`config.mk`:
```
export PLATFORM = sky130hd
export DESIGN_NAME = cfg_boot_loader
export DESIGN_NICKNAME = d
export VERILOG_FILES = /design/src/rtl/cbl_pkg.sv /design/src/rtl/cbl_seq.sv /design/src/rtl/cbl_capture.sv /design/src/rtl/cbl_strmap.sv /design/src/rtl/cfg_boot_loader.sv
export SDC_FILE = /design/constraint.sdc
export NUM_CORES = 1
export LEC_CHECK = 0
export BUFFER_PORTS_ARGS = -buffer_cell sky130_fd_sc_hd__buf_2
export CORE_UTILIZATION = 55
export CTS_CLUSTER_SIZE = 14
export DETAILED_ROUTE_END_ITERATION = 6
export PLACE_DENSITY = 0.88
export SLEW_MARGIN = 10
export SYNTH_ARGS = -nofsm -noshare
export SYNTH_HDL_FRONTEND = slang
export SYNTH_SLANG_ARGS = --single-unit
```
`constraint.sdc`:
```
create_clock -name clk -period 3.97 [get_ports clk]
set_clock_uncertainty 0.05 [all_clocks]
set_input_delay 0.9925 -clock clk [delete_from_list [all_inputs] [get_ports clk]]
set_output_delay 0.9925 -clock clk [all_outputs]
set_load 0.02 [all_outputs]
```
`src/rtl/cbl_pkg.sv`:
```
package cbl_pkg;

  localparam int STR_N = 3;

  localparam logic [7:0] SIG_B0 = 8'h43;
  localparam logic [7:0] SIG_B1 = 8'h4D;

  localparam logic [7:0] A_OPT    = 8'h02;
  localparam logic [7:0] A_ADC_L  = 8'h03;
  localparam logic [7:0] A_ADC_H  = 8'h04;
  localparam logic [7:0] A_MAX_L  = 8'h05;
  localparam logic [7:0] A_MAX_H  = 8'h06;
  localparam logic [7:0] A_MIN_L  = 8'h07;
  localparam logic [7:0] A_MIN_H  = 8'h08;
  localparam logic [7:0] A_LEN_0  = 8'h0B;
  localparam logic [7:0] A_VID_L  = 8'h0E;
  localparam logic [7:0] A_VID_H  = 8'h0F;
  localparam logic [7:0] A_PID_L  = 8'h10;
  localparam logic [7:0] A_PID_H  = 8'h11;
  localparam logic [7:0] A_MISC   = 8'h12;
  localparam logic [7:0] A_LAST   = A_MISC;

  localparam int OPT_ADC   = 4;
  localparam int OPT_RANGE = 5;

  typedef enum logic [1:0] {ST_REQ, ST_GAP, ST_DONE} seq_state_t;

  typedef logic [STR_N-1:0][7:0] len_vec_t;

  // signature byte expected at a given position (0 or 1)
  function automatic logic sig_match(input logic pos, input logic [7:0] data);
    return pos ? (data == SIG_B1) : (data == SIG_B0);
  endfunction

  // replace one byte lane of a 16-bit word
  function automatic logic [15:0] put_byte(input logic [15:0] word,
                                           input logic hi,
                                           input logic [7:0] b);
    return hi ? {b, word[7:0]} : {word[15:8], b};
  endfunction

  // start of the string stored after one of a given length
  function automatic logic [15:0] str_next(input logic [15:0] base,
                                           input logic [7:0] len);
    return base + {8'h00, len};
  endfunction

endpackage

```
`src/rtl/cbl_seq.sv`:
```
module cbl_seq
  import cbl_pkg::*;
#(
  parameter int EE_AW = 8
) (
  input  logic             clk,
  input  logic             rst_n,
  output logic             rd_req,
  output logic [EE_AW-1:0] rd_addr,
  input  logic             rd_ack,
  input  logic [7:0]       rd_data,
  output logic             byte_vld,
  output logic [EE_AW-1:0] byte_addr,
  output logic [7:0]       byte_data,
  output logic             sig_fail,
  output logic             load_end,
  output logic             done,
  output logic             image_ok
);

  seq_state_t       state_q;
  logic [EE_AW-1:0] addr_q;
  logic             in_sig;

  always_comb begin
    rd_req    = (state_q == ST_REQ);
    rd_addr   = addr_q;
    byte_vld  = rd_req && rd_ack;
    byte_addr = addr_q;
    byte_data = rd_data;
    in_sig    = (addr_q < EE_AW'(2));
    sig_fail  = byte_vld && in_sig && !sig_match(addr_q[0], rd_data);
    load_end  = byte_vld && !sig_fail && (addr_q == EE_AW'(A_LAST));
  end

  always_ff @(posedge clk) begin
    if (!rst_n) begin
      state_q  <= ST_REQ;
      addr_q   <= '0;
      done     <= 1'b0;
      image_ok <= 1'b0;
    end else begin
      unique case (state_q)
        ST_REQ: begin
          if (sig_fail) begin
            state_q <= ST_DONE;
            done    <= 1'b1;
          end else if (load_end) begin
            state_q  <= ST_DONE;
            done     <= 1'b1;
            image_ok <= 1'b1;
          end else if (byte_vld) begin
            state_q <= ST_GAP;
            addr_q  <= addr_q + EE_AW'(1);
          end
        end
        ST_GAP:  state_q <= ST_REQ;
        default: state_q <= ST_DONE;
      endcase
    end
  end

  p_req_hold_r1: assert property (@(posedge clk) disable iff (!rst_n)
    rd_req && !rd_ack |=> rd_req && $stable(rd_addr));

  p_addr_step_r1: assert property (@(posedge clk) disable iff (!rst_n)
    byte_vld && !sig_fail && !load_end |=> rd_addr == $past(rd_addr) + EE_AW'(1));

  p_fail_stop_r2: assert property (@(posedge clk) disable iff (!rst_n)
    sig_fail |=> done && !image_ok);

  p_done_sticky_r3: assert property (@(posedge clk) disable iff (!rst_n)
    done |=> done && $stable(image_ok));

  p_ok_needs_done_r3: assert property (@(posedge clk) disable iff (!rst_n)
    image_ok |-> done);

  p_quiet_after_done_r11: assert property (@(posedge clk) disable iff (!rst_n)
    done |-> !rd_req);

endmodule

```
`src/rtl/cbl_capture.sv`:
```
module cbl_capture
  import cbl_pkg::*;
#(
  parameter int          EE_AW       = 8,
  parameter logic [5:0]  DEF_VOL_LO  = 6'h1E,
  parameter logic [3:0]  DEF_VOL_HI  = 4'h0,
  parameter logic [15:0] DEF_VOL_MAX = 16'h1E00,
  parameter logic [15:0] DEF_VOL_MIN = 16'hF000,
  parameter logic [15:0] DEF_VID     = 16'h2A3C,
  parameter logic [15:0] DEF_PID     = 16'h0107
) (
  input  logic             clk,
  input  logic             rst_n,
  input  logic             byte_vld,
  input  logic [EE_AW-1:0] byte_addr,
  input  logic [7:0]       byte_data,
  input  logic             done,
  output logic [7:0]       opt_flags,
  output logic [5:0]       init_vol_lo,
  output logic             init_mute,
  output logic             line_in_sel,
  output logic [3:0]       init_vol_hi,
  output logic             hpf_by_rom,
  output logic             hpf_on,
  output logic [15:0]      vol_max,
  output logic [15:0]      vol_min,
  output logic [15:0]      vendor_id,
  output logic [15:0]      product_id,
  output len_vec_t         str_len,
  output logic             boost_en,
  output logic             pll_adj_en
);

  logic wr_opt, wr_adc_l, wr_adc_h, wr_max_l, wr_max_h, wr_min_l, wr_min_h;
  logic wr_vid_l, wr_vid_h, wr_pid_l, wr_pid_h, wr_misc;
  logic adc_open, range_open;

  always_comb begin
    adc_open   = opt_flags[OPT_ADC];
    range_open = opt_flags[OPT_RANGE];
    wr_opt   = byte_vld && (byte_addr == EE_AW'(A_OPT));
    wr_adc_l = byte_vld && (byte_addr == EE_AW'(A_ADC_L)) && adc_open;
    wr_adc_h = byte_vld && (byte_addr == EE_AW'(A_ADC_H)) && adc_open;
    wr_max_l = byte_vld && (byte_addr == EE_AW'(A_MAX_L)) && range_open;
    wr_max_h = byte_vld && (byte_addr == EE_AW'(A_MAX_H)) && range_open;
    wr_min_l = byte_vld && (byte_addr == EE_AW'(A_MIN_L)) && range_open;
    wr_min_h = byte_vld && (byte_addr == EE_AW'(A_MIN_H)) && range_open;
    wr_vid_l = byte_vld && (byte_addr == EE_AW'(A_VID_L));
    wr_vid_h = byte_vld && (byte_addr == EE_AW'(A_VID_H));
    wr_pid_l = byte_vld && (byte_addr == EE_AW'(A_PID_L));
    wr_pid_h = byte_vld && (byte_addr == EE_AW'(A_PID_H));
    wr_misc  = byte_vld && (byte_addr == EE_AW'(A_MISC));
  end

  always_ff @(posedge clk) begin
    if (!rst_n) begin
      opt_flags <= 8'h00;
    end else if (wr_opt) begin
      opt_flags <= byte_data;
    end
  end

  always_ff @(posedge clk) begin
    if (!rst_n) begin
      init_vol_lo <= DEF_VOL_LO;
      init_mute   <= 1'b0;
      line_in_sel <= 1'b0;
      init_vol_hi <= DEF_VOL_HI;
      hpf_by_rom  <= 1'b0;
      hpf_on      <= 1'b0;
    end else begin
      if (wr_adc_l) begin
        init_vol_lo <= byte_data[5:0];
        init_mute   <= byte_data[6];
        line_in_sel <= byte_data[7];
      end
      if (wr_adc_h) begin
        init_vol_hi <= byte_data[3:0];
        hpf_by_rom  <= byte_data[4];
        hpf_on      <= byte_data[5];
      end
    end
  end

  always_ff @(posedge clk) begin
    if (!rst_n) begin
      vol_max <= DEF_VOL_MAX;
      vol_min <= DEF_VOL_MIN;
    end else begin
      if (wr_max_l || wr_max_h) vol_max <= put_byte(vol_max, wr_max_h, byte_data);
      if (wr_min_l || wr_min_h) vol_min <= put_byte(vol_min, wr_min_h, byte_data);
    end
  end

  always_ff @(posedge clk) begin
    if (!rst_n) begin
      vendor_id  <= DEF_VID;
      product_id <= DEF_PID;
    end else begin
      if (wr_vid_l || wr_vid_h) vendor_id  <= put_byte(vendor_id, wr_vid_h, byte_data);
      if (wr_pid_l || wr_pid_h) product_id <= put_byte(product_id, wr_pid_h, byte_data);
    end
  end

  always_ff @(posedge clk) begin
    if (!rst_n) begin
      boost_en   <= 1'b0;
      pll_adj_en <= 1'b0;
    end else if (wr_misc) begin
      boost_en   <= byte_data[0];
      pll_adj_en <= byte_data[1];
    end
  end

  // one length register per stored string, each gated by its own flag bit
  for (genvar gi = 0; gi < STR_N; gi++) begin : g_len
    logic wr_len;
    assign wr_len = byte_vld && opt_flags[gi] &&
                    (byte_addr == EE_AW'(A_LEN_0) + EE_AW'(gi));

    always_ff @(posedge clk) begin
      if (!rst_n)      str_len[gi] <= 8'h00;
      else if (wr_len) str_len[gi] <= byte_data;
    end

    p_len_gate_r8: assert property (@(posedge clk) disable iff (!rst_n)
      !opt_flags[gi] |-> str_len[gi] == 8'h00);
  end

  p_adc_gate_r5: assert property (@(posedge clk) disable iff (!rst_n)
    byte_vld && byte_addr == EE_AW'(A_ADC_L) && !opt_flags[OPT_ADC]
    |=> $stable({init_vol_lo, init_mute, line_in_sel}));

  p_range_gate_r6: assert property (@(posedge clk) disable iff (!rst_n)
    byte_vld && (byte_addr == EE_AW'(A_MAX_L) || byte_addr == EE_AW'(A_MIN_H))
    && !opt_flags[OPT_RANGE] |=> $stable(vol_max) && $stable(vol_min));

  p_frozen_r11: assert property (@(posedge clk) disable iff (!rst_n)
    done |=> $stable({opt_flags, vendor_id, product_id, vol_max, vol_min, str_len}));

endmodule

```
`src/rtl/cbl_strmap.sv`:
```
module cbl_strmap
  import cbl_pkg::*;
#(
  parameter int STR_AW   = 10,
  parameter int STR_BASE = 'h50
) (
  input  len_vec_t                      str_len,
  output logic [STR_N-1:0][STR_AW-1:0] str_base
);

  logic [15:0] acc;

  always_comb begin
    acc = 16'(STR_BASE);
    for (int i = 0; i < STR_N; i++) begin
      str_base[i] = STR_AW'(acc);
      acc = str_next(acc, str_len[i]);
    end
  end

  always_comb begin
    for (int i = 1; i < STR_N; i++) begin
      p_base_order_r9: assert (str_base[i] >= str_base[i-1]);
    end
  end

endmodule

```
`src/rtl/cfg_boot_loader.sv`:
```
module cfg_boot_loader
  import cbl_pkg::*;
#(
  parameter int          EE_AW       = 8,
  parameter int          STR_AW      = 10,
  parameter int          STR_BASE    = 'h50,
  parameter logic [5:0]  DEF_VOL_LO  = 6'h1E,
  parameter logic [3:0]  DEF_VOL_HI  = 4'h0,
  parameter logic [15:0] DEF_VOL_MAX = 16'h1E00,
  parameter logic [15:0] DEF_VOL_MIN = 16'hF000,
  parameter logic [15:0] DEF_VID     = 16'h2A3C,
  parameter logic [15:0] DEF_PID     = 16'h0107
) (
  input  logic              clk,
  input  logic              rst_n,
  output logic              rd_req,
  output logic [EE_AW-1:0]  rd_addr,
  input  logic              rd_ack,
  input  logic [7:0]        rd_data,
  output logic              done,
  output logic              image_ok,
  output logic [7:0]        opt_flags,
  output logic [5:0]        init_vol_lo,
  output logic              init_mute,
  output logic              line_in_sel,
  output logic [3:0]        init_vol_hi,
  output logic              hpf_by_rom,
  output logic              hpf_on,
  output logic [15:0]       vol_max,
  output logic [15:0]       vol_min,
  output logic [15:0]       vendor_id,
  output logic [15:0]       product_id,
  output logic [7:0]        mfr_len,
  output logic [7:0]        prod_len,
  output logic [7:0]        ser_len,
  output logic [STR_AW-1:0] mfr_base,
  output logic [STR_AW-1:0] prod_base,
  output logic [STR_AW-1:0] ser_base,
  output logic              boost_en,
  output logic              pll_adj_en
);

  logic             byte_vld;
  logic [EE_AW-1:0] byte_addr;
  logic [7:0]       byte_data;
  logic             sig_fail;
  logic             load_end;
  len_vec_t         str_len;
  logic [STR_N-1:0][STR_AW-1:0] str_base;

  cbl_seq #(.EE_AW(EE_AW)) i_seq (
    .clk       (clk),
    .rst_n     (rst_n),
    .rd_req    (rd_req),
    .rd_addr   (rd_addr),
    .rd_ack    (rd_ack),
    .rd_data   (rd_data),
    .byte_vld  (byte_vld),
    .byte_addr (byte_addr),
    .byte_data (byte_data),
    .sig_fail  (sig_fail),
    .load_end  (load_end),
    .done      (done),
    .image_ok  (image_ok)
  );

  cbl_capture #(
    .EE_AW       (EE_AW),
    .DEF_VOL_LO  (DEF_VOL_LO),
    .DEF_VOL_HI  (DEF_VOL_HI),
    .DEF_VOL_MAX (DEF_VOL_MAX),
    .DEF_VOL_MIN (DEF_VOL_MIN),
    .DEF_VID     (DEF_VID),
    .DEF_PID     (DEF_PID)
  ) i_capture (
    .clk         (clk),
    .rst_n       (rst_n),
    .byte_vld    (byte_vld),
    .byte_addr   (byte_addr),
    .byte_data   (byte_data),
    .done        (done),
    .opt_flags   (opt_flags),
    .init_vol_lo (init_vol_lo),
    .init_mute   (init_mute),
    .line_in_sel (line_in_sel),
    .init_vol_hi (init_vol_hi),
    .hpf_by_rom  (hpf_by_rom),
    .hpf_on      (hpf_on),
    .vol_max     (vol_max),
    .vol_min     (vol_min),
    .vendor_id   (vendor_id),
    .product_id  (product_id),
    .str_len     (str_len),
    .boost_en    (boost_en),
    .pll_adj_en  (pll_adj_en)
  );

  cbl_strmap #(.STR_AW(STR_AW), .STR_BASE(STR_BASE)) i_strmap (
    .str_len  (str_len),
    .str_base (str_base)
  );

  assign mfr_len   = str_len[0];
  assign prod_len  = str_len[1];
  assign ser_len   = str_len[2];
  assign mfr_base  = str_base[0];
  assign prod_base = str_base[1];
  assign ser_base  = str_base[2];

  p_fail_keeps_ids_r2: assert property (@(posedge clk) disable iff (!rst_n)
    done && !image_ok |-> vendor_id == DEF_VID && product_id == DEF_PID
                          && opt_flags == 8'h00);

  p_end_sets_ok_r3: assert property (@(posedge clk) disable iff (!rst_n)
    load_end |=> image_ok);

  p_misc_at_end_r10: assert property (@(posedge clk) disable iff (!rst_n)
    load_end |=> boost_en == $past(byte_data[0]) && pll_adj_en == $past(byte_data[1]));

endmodule

```
# [Word-level counts from Yosys, hierarchy flattened]
# Cells that the tools add are included.
[totals] wordCells=108 in_bits=11 out_inout_bits=153 regBits=124
[classes] n_eq_ne=19 order_cmp=1 reduce_logical=48 n_addsub=3 mux=7 bitwise=6
[op_table] operator="$eq 8x4->1 const B" count=6
[op_table] operator="$eq 8x3->1 const B" count=4
[op_table] operator="$logic_and 1x1->1" count=29
[op_table] operator="$eq 8x5->1 const B" count=3
[op_table] operator="$reduce_and 2->1" count=9
[op_table] operator="$eq 8x2->1 const B" count=2
[op_table] operator="$eq 8x7->1 const B" count=2
[op_table] operator="$add 10x8->10" count=1
[op_table] operator="$add 7x8->9 const A" count=1
[op_table] operator="$add 8x1->8 const B" count=1
[op_table] operator="$lt 8x2->1 const B" count=1
[op_table] operator="$mux 2" count=3
[op_table] operator="$not 1->1" count=6
[op_table] operator="$logic_or 1x1->1" count=4
[op_table] operator="$ne 4x1->1 const B" count=1
[op_table] operator="$pmux 2 s2" count=1
[op_table] operator="$reduce_and 4->1" count=1
[op_table] operator="$mux 1" count=3
[op_table] operator="$reduce_and 3->1" count=1
[op_table] operator="$eq 2x1->1 const B" count=1
[op_table] operator="$logic_not 1->1" count=2
[op_table] operator="$logic_not 2->1" count=1
[op_table] operator="$reduce_bool 2->1" count=1

# [Depth between registers and ports, before layout]
[depth] word_depth=10 depth_mapped=8 mapped_depth_nobuf=7

# [Hierarchy]
# From an unflattened synthesis, not the netlist that was laid out.
[unflattened] hier_cells=578 hier_area_um2=5690.5
[modules_own_cells] mod="cbl_capture" seq_area_each_um2=2242.2 cells_per_inst=412 n_inst=1 area_per_inst_um2=4370.4
[modules_own_cells] mod="cbl_seq" seq_area_each_um2=240.2 cells_per_inst=83 n_inst=1 area_per_inst_um2=747.0
[modules_own_cells] mod="cbl_strmap" seq_area_each_um2=0.0 cells_per_inst=83 n_inst=1 area_per_inst_um2=573.0

# [Worst setup path after synthesis]
# No wires, ideal clock.
[synth_path] path_type="register to output" start="reg i_capture.str_len[4] (netlist name)" end="out ser_base[7]" arrival_time_ns=2.049 required_time_ns=2.928 path_stages_with_launch=8 slack_ns=0.878 n_path_buf=0 cell_sequence="dfxtp_1 ha_1 xnor2_1 ha_1 nand2_1 o21ai_0 nand2_1 xnor2_1"
[synth_between] elab_chain_len=2
[synth_rtl] item="from (decl)" line="cbl_capture.sv:29" source="output len_vec_t str_len,"
[synth_rtl] item="from (signal, indexed assignment)" line="cbl_capture.sv:123" source="else if (wr_len) str_len[gi] <= byte_data;"
[synth_rtl] item="$add 7x8->9" line="cbl_pkg.sv:45" source="return base + {8'h00, len};"
[synth_rtl] item="net prod_base[6]" line="cfg_boot_loader.sv:37" source="output logic [STR_AW-1:0] prod_base,"
[synth_rtl] item="$add 10x8->10" line="cbl_pkg.sv:45"
[synth_rtl] item="to (decl)" line="cfg_boot_loader.sv:38" source="output logic [STR_AW-1:0] ser_base,"
# The timed path passes the listed nets, and every way through them passes these cells.

# [Worst setup path after layout]
[layout_path] start="reg i_capture.str_len[0] (netlist name)" end="out ser_base[8]"
[layout_between] elab_chain_len=2
[layout_rtl] item="$add 7x8->9" line="cbl_pkg.sv:45"
[layout_rtl] item="$add 10x8->10" line="cbl_pkg.sv:45"
# No other way between the ends.

==> impl_results.md <==
* Clock Tree Root: clkbuf_8
* Die area at 0.01022 mm2
* Setup WS pre-CTS at 0.9287 ns
* Crit. Startpoint: i_capture.str_len[0]$_SDFFE_PN0P_
* MaxCap Viol Count at 0
* Critical R2R Launch: i_seq.byte_addr[4]$_SDFFE_PN0P_
* P_int at 0.002433 W
* Synth top area share at 45.95%
* Logic pwr share at 2.8%
* Startpoint types: register
* DRC viols at 0
* Die height at 101.1 um
* Total power at 0.003073 W
* Post-CTS setup buffer count at 0
* Crit-path max cell delay at 0.42 ns
* Total CTS buffers at 17
* Final setup violation count at 0
* Clk sinks at 124
* R2r setup slk at 1.61 ns
* Clk slew on worst S/H paths at 0.06 ns
* Hold Startpoint: i_capture.str_len[19]$_SDFFE_PN0P_
* Max Root-Sink Buffers at 2
* Final worst path period share at 90.81%
* Post-synth EDFFs at 0
* Fin Hold WS at 0.4105 ns
* Setup ws final at 0.3649 ns
* Slowest cell on crit path: fa_1
* Synth top cells by count: 124 x dfxtp_1, 103 x mux2i_1, 80 x nand2_1
* Sequential fraction of the synthesis area at 45.95%
* Vias at 4432
* Initial Util at 57.65%
* Antenna-violating nets left at 0
* I/O Buffers at 152
* Crit path required time at 2.93 ns
* Number of global-route vias before repair at 4328
* Mean post-synth cell area at 9.913 um2
* Post-DR wirelength/cell at 17.19 um
* Critical path cell sequence: ha_1 -> fa_1 -> a21oi_1 -> o211ai_1 -> o41ai_1 -> xnor2_1 -> buf_2
* Die X at 101.1 um
* Worst EP arrival at 2.56 ns
* Post-synth top area cell: dfxtp_1
* # rows at 35
* Status: finished, final reports clean
* Layout cells sized above 1 at 28.55%
* CTS H-tree depth at 4
* Synth Warn # at 0
* Detailed Routing Iterations Pass 1 at 4
* Fin util at 72.43%
* Largest net degree at the start of global routing at 65
* Layout area overhead at 25.64%
* Ranking of synthesized cells by area: dfxtp_1 46%, mux2i_1 19%, nand2_1 5.6%
* Final nets at 702
* CTS tree: built
* Post-synth design cell area at 0.005403 mm2
* Sw Pwr at 0.0006405 W
* Cell count of the worst reg-to-reg path at 4
* Initial antenna violation count at 0
* Post-synthesis cell type count at 49
* Worst skew pair latency at 0.51 ns
* Asr flop ratio synth at 0%
* Setup TNS at 0 ns
* Dominant cell by count in the synthesized netlist: dfxtp_1
* FF-to-FF End: i_capture.vendor_id[4]$_SDFFE_PN1P_
* Top FF cell, synth: dfxtp_1
* Antenna diodes at 0
* Sequential Power Share at 40.6%
* Crit path capture: ser_base[8]
* RePlAce Congestion at 0.8964
* Yosys reg bits at 124
* Total Routing Usage GR at 28.36%
* Vias per cell at 5.411
* Routed WL at 14080 um
* Net switching fraction of the power at 20.84%
* Final min period at 3.605 ns
* Post-DP HPWL at 9683 um
* Clk pwr share at 56.6%
* First-pass GRT wire length at 21830 um
* CTS hold repair buffers at 0
* Final hold vios at 0
* Core area at 0.009371 mm2
* Slew headroom at 52.81%
* Drt first-iter violations at 235
* CP endpoint kind: output port
* Cts repair resizes at 0
* Synth Instances at 545
* Peak VDD IR at 0.0003904 V
* Leak Pwr at 3.374 nW
* Hold WC Path Type: register to register
* PD cells at 452.8 mW/mm2
* Crit Path Max Fanout at 4
* # IOs at 164
* Fmax at 277.4 MHz
* Worst Tran Pin Value at 0.7057 ns
* GRT overflow at 0
* Unrepaired setup endpoints after global routing: false
* CP Class: register to output port
* Max-slew violation count at 0
## per-layer routing
| metal | vias to the layer above | wire length [um] | part of all wire [%] | GRT usage (%) |
|---|---|---|---|---|
| met3 | 31 | 1111 | 7.9 | 11.23 |
| met4 | 0 | 346 | 2.5 | 11.37 |
| met5 | - | 0 | 0 | 0 |
| met2 | 194 | 6850 | 49 | 46.99 |
| met1 | 2114 | 5773 | 41 | 32.84 |
| li1 | 2093 | - | - | - |
## power groups by stage
stage	Clock [W]	Sequential (W)	Combinational, W
after CTS	0.00175	0.00125	0.0000837
after detailed placement	0	0.00128	0.0000837
after floorplan	0	0.00128	0.0000669
after global placement	0	0.00128	0.0000817
after global routing	0.00181	0.00125	0.0000907
final	0.00174	0.00125	0.0000848
## area by class of cell
class                   count  area, um2
multi-input cells         371       2655
fillers                   638       2584
flip-flops and latches    124       2482
repair buffers            156      793.3
clock buffers              18      427.9
clock inverters            14      241.5
well taps                 129      161.4
inverters                   7      26.28
## kinds of logic after synthesis
| kind of cell | synth area share [%] |
|---|---|
| DFF | 45.95 |
| muxes | 19.08 |
| buffers and inverters | 5.535 |
| adders and majority gates | 3.381 |
| other | 0.1390 |
| and+or+nand+nor | 19.43 |
| AOI/OAI and AO/OA | 4.377 |
| xor gates and xnor gates | 2.107 |
## how the worst min path moves through the flow
stage	to	slack, ns	cells after the start
floorplan	i_seq.state_q[1]$_SDFFE_PN0P_	0.46	1
global placement	i_capture.str_len[20]$_SDFFE_PN0P_	0.39	2
detailed placement	i_capture.str_len[17]$_SDFFE_PN0P_	0.40	2
CTS	i_capture.str_len[19]$_SDFFE_PN0P_	0.41	2
global route	i_capture.str_len[19]$_SDFFE_PN0P_	0.44	2
finish	i_capture.str_len[19]$_SDFFE_PN0P_	0.41	2
## placed cells by master, fill, tap and decap left out, types with 3 or more instances in the layout
| cell | synthesis | routed |
|---|---|---|
| a21boi_0 | 3 | 3 |
| a21oi_1 | 6 | 6 |
| and2_1 | 5 | 5 |
| and3_1 | 9 | 9 |
| buf_2 | 1 | 151 |
| buf_4 | 18 | 5 |
| bufinv_16 | 0 | 6 |
| clkbuf_16 | 0 | 16 |
| clkinvlp_4 | 0 | 4 |
| conb_1 | 2 | 11 |
| dfxtp_1 | 124 | 124 |
| ha_1 | 13 | 13 |
| inv_1 | 7 | 7 |
| mux2i_1 | 103 | 103 |
| nand2_1 | 80 | 80 |
| nand3_1 | 11 | 11 |
| nand4_1 | 10 | 10 |
| nand4_2 | 6 | 6 |
| nor2_1 | 9 | 9 |
| nor2b_1 | 44 | 44 |
| o211ai_1 | 3 | 3 |
| o21ai_0 | 13 | 13 |
| xnor2_1 | 11 | 11 |
## sequential cells by signal, summed over array words and instances (netlist names), 2 cells and up
signal	count
i_capture.init_vol_hi	4
i_capture.init_vol_lo	6
i_capture.product_id	16
i_capture.vendor_id	16
i_seq.state_q	2
i_capture.vol_min	16
i_capture.str_len	24
i_seq.byte_addr	8
i_capture.opt_flags	8
i_capture.vol_max	16
## per-stage QoR
stage | cell area (um2) | instances
final | 6788 | 819
after detailed placement | 6118 | 787
after global routing | 6788 | 819
after CTS | 6788 | 819
after global placement | 6118 | 787
after floorplan | 5436 | 554
## critical path, delay by kind of cell, from the launching register on
kind	cells	cell delay, ns
AOI/OAI and AO/OA	3	0.70
buffers and inverters	1	0.18
DFF	1	0.33
xor gates and xnor gates	1	0.16
adders and majority gates	2	0.68
No activity file was read; power rests on OpenSTA's default activity.
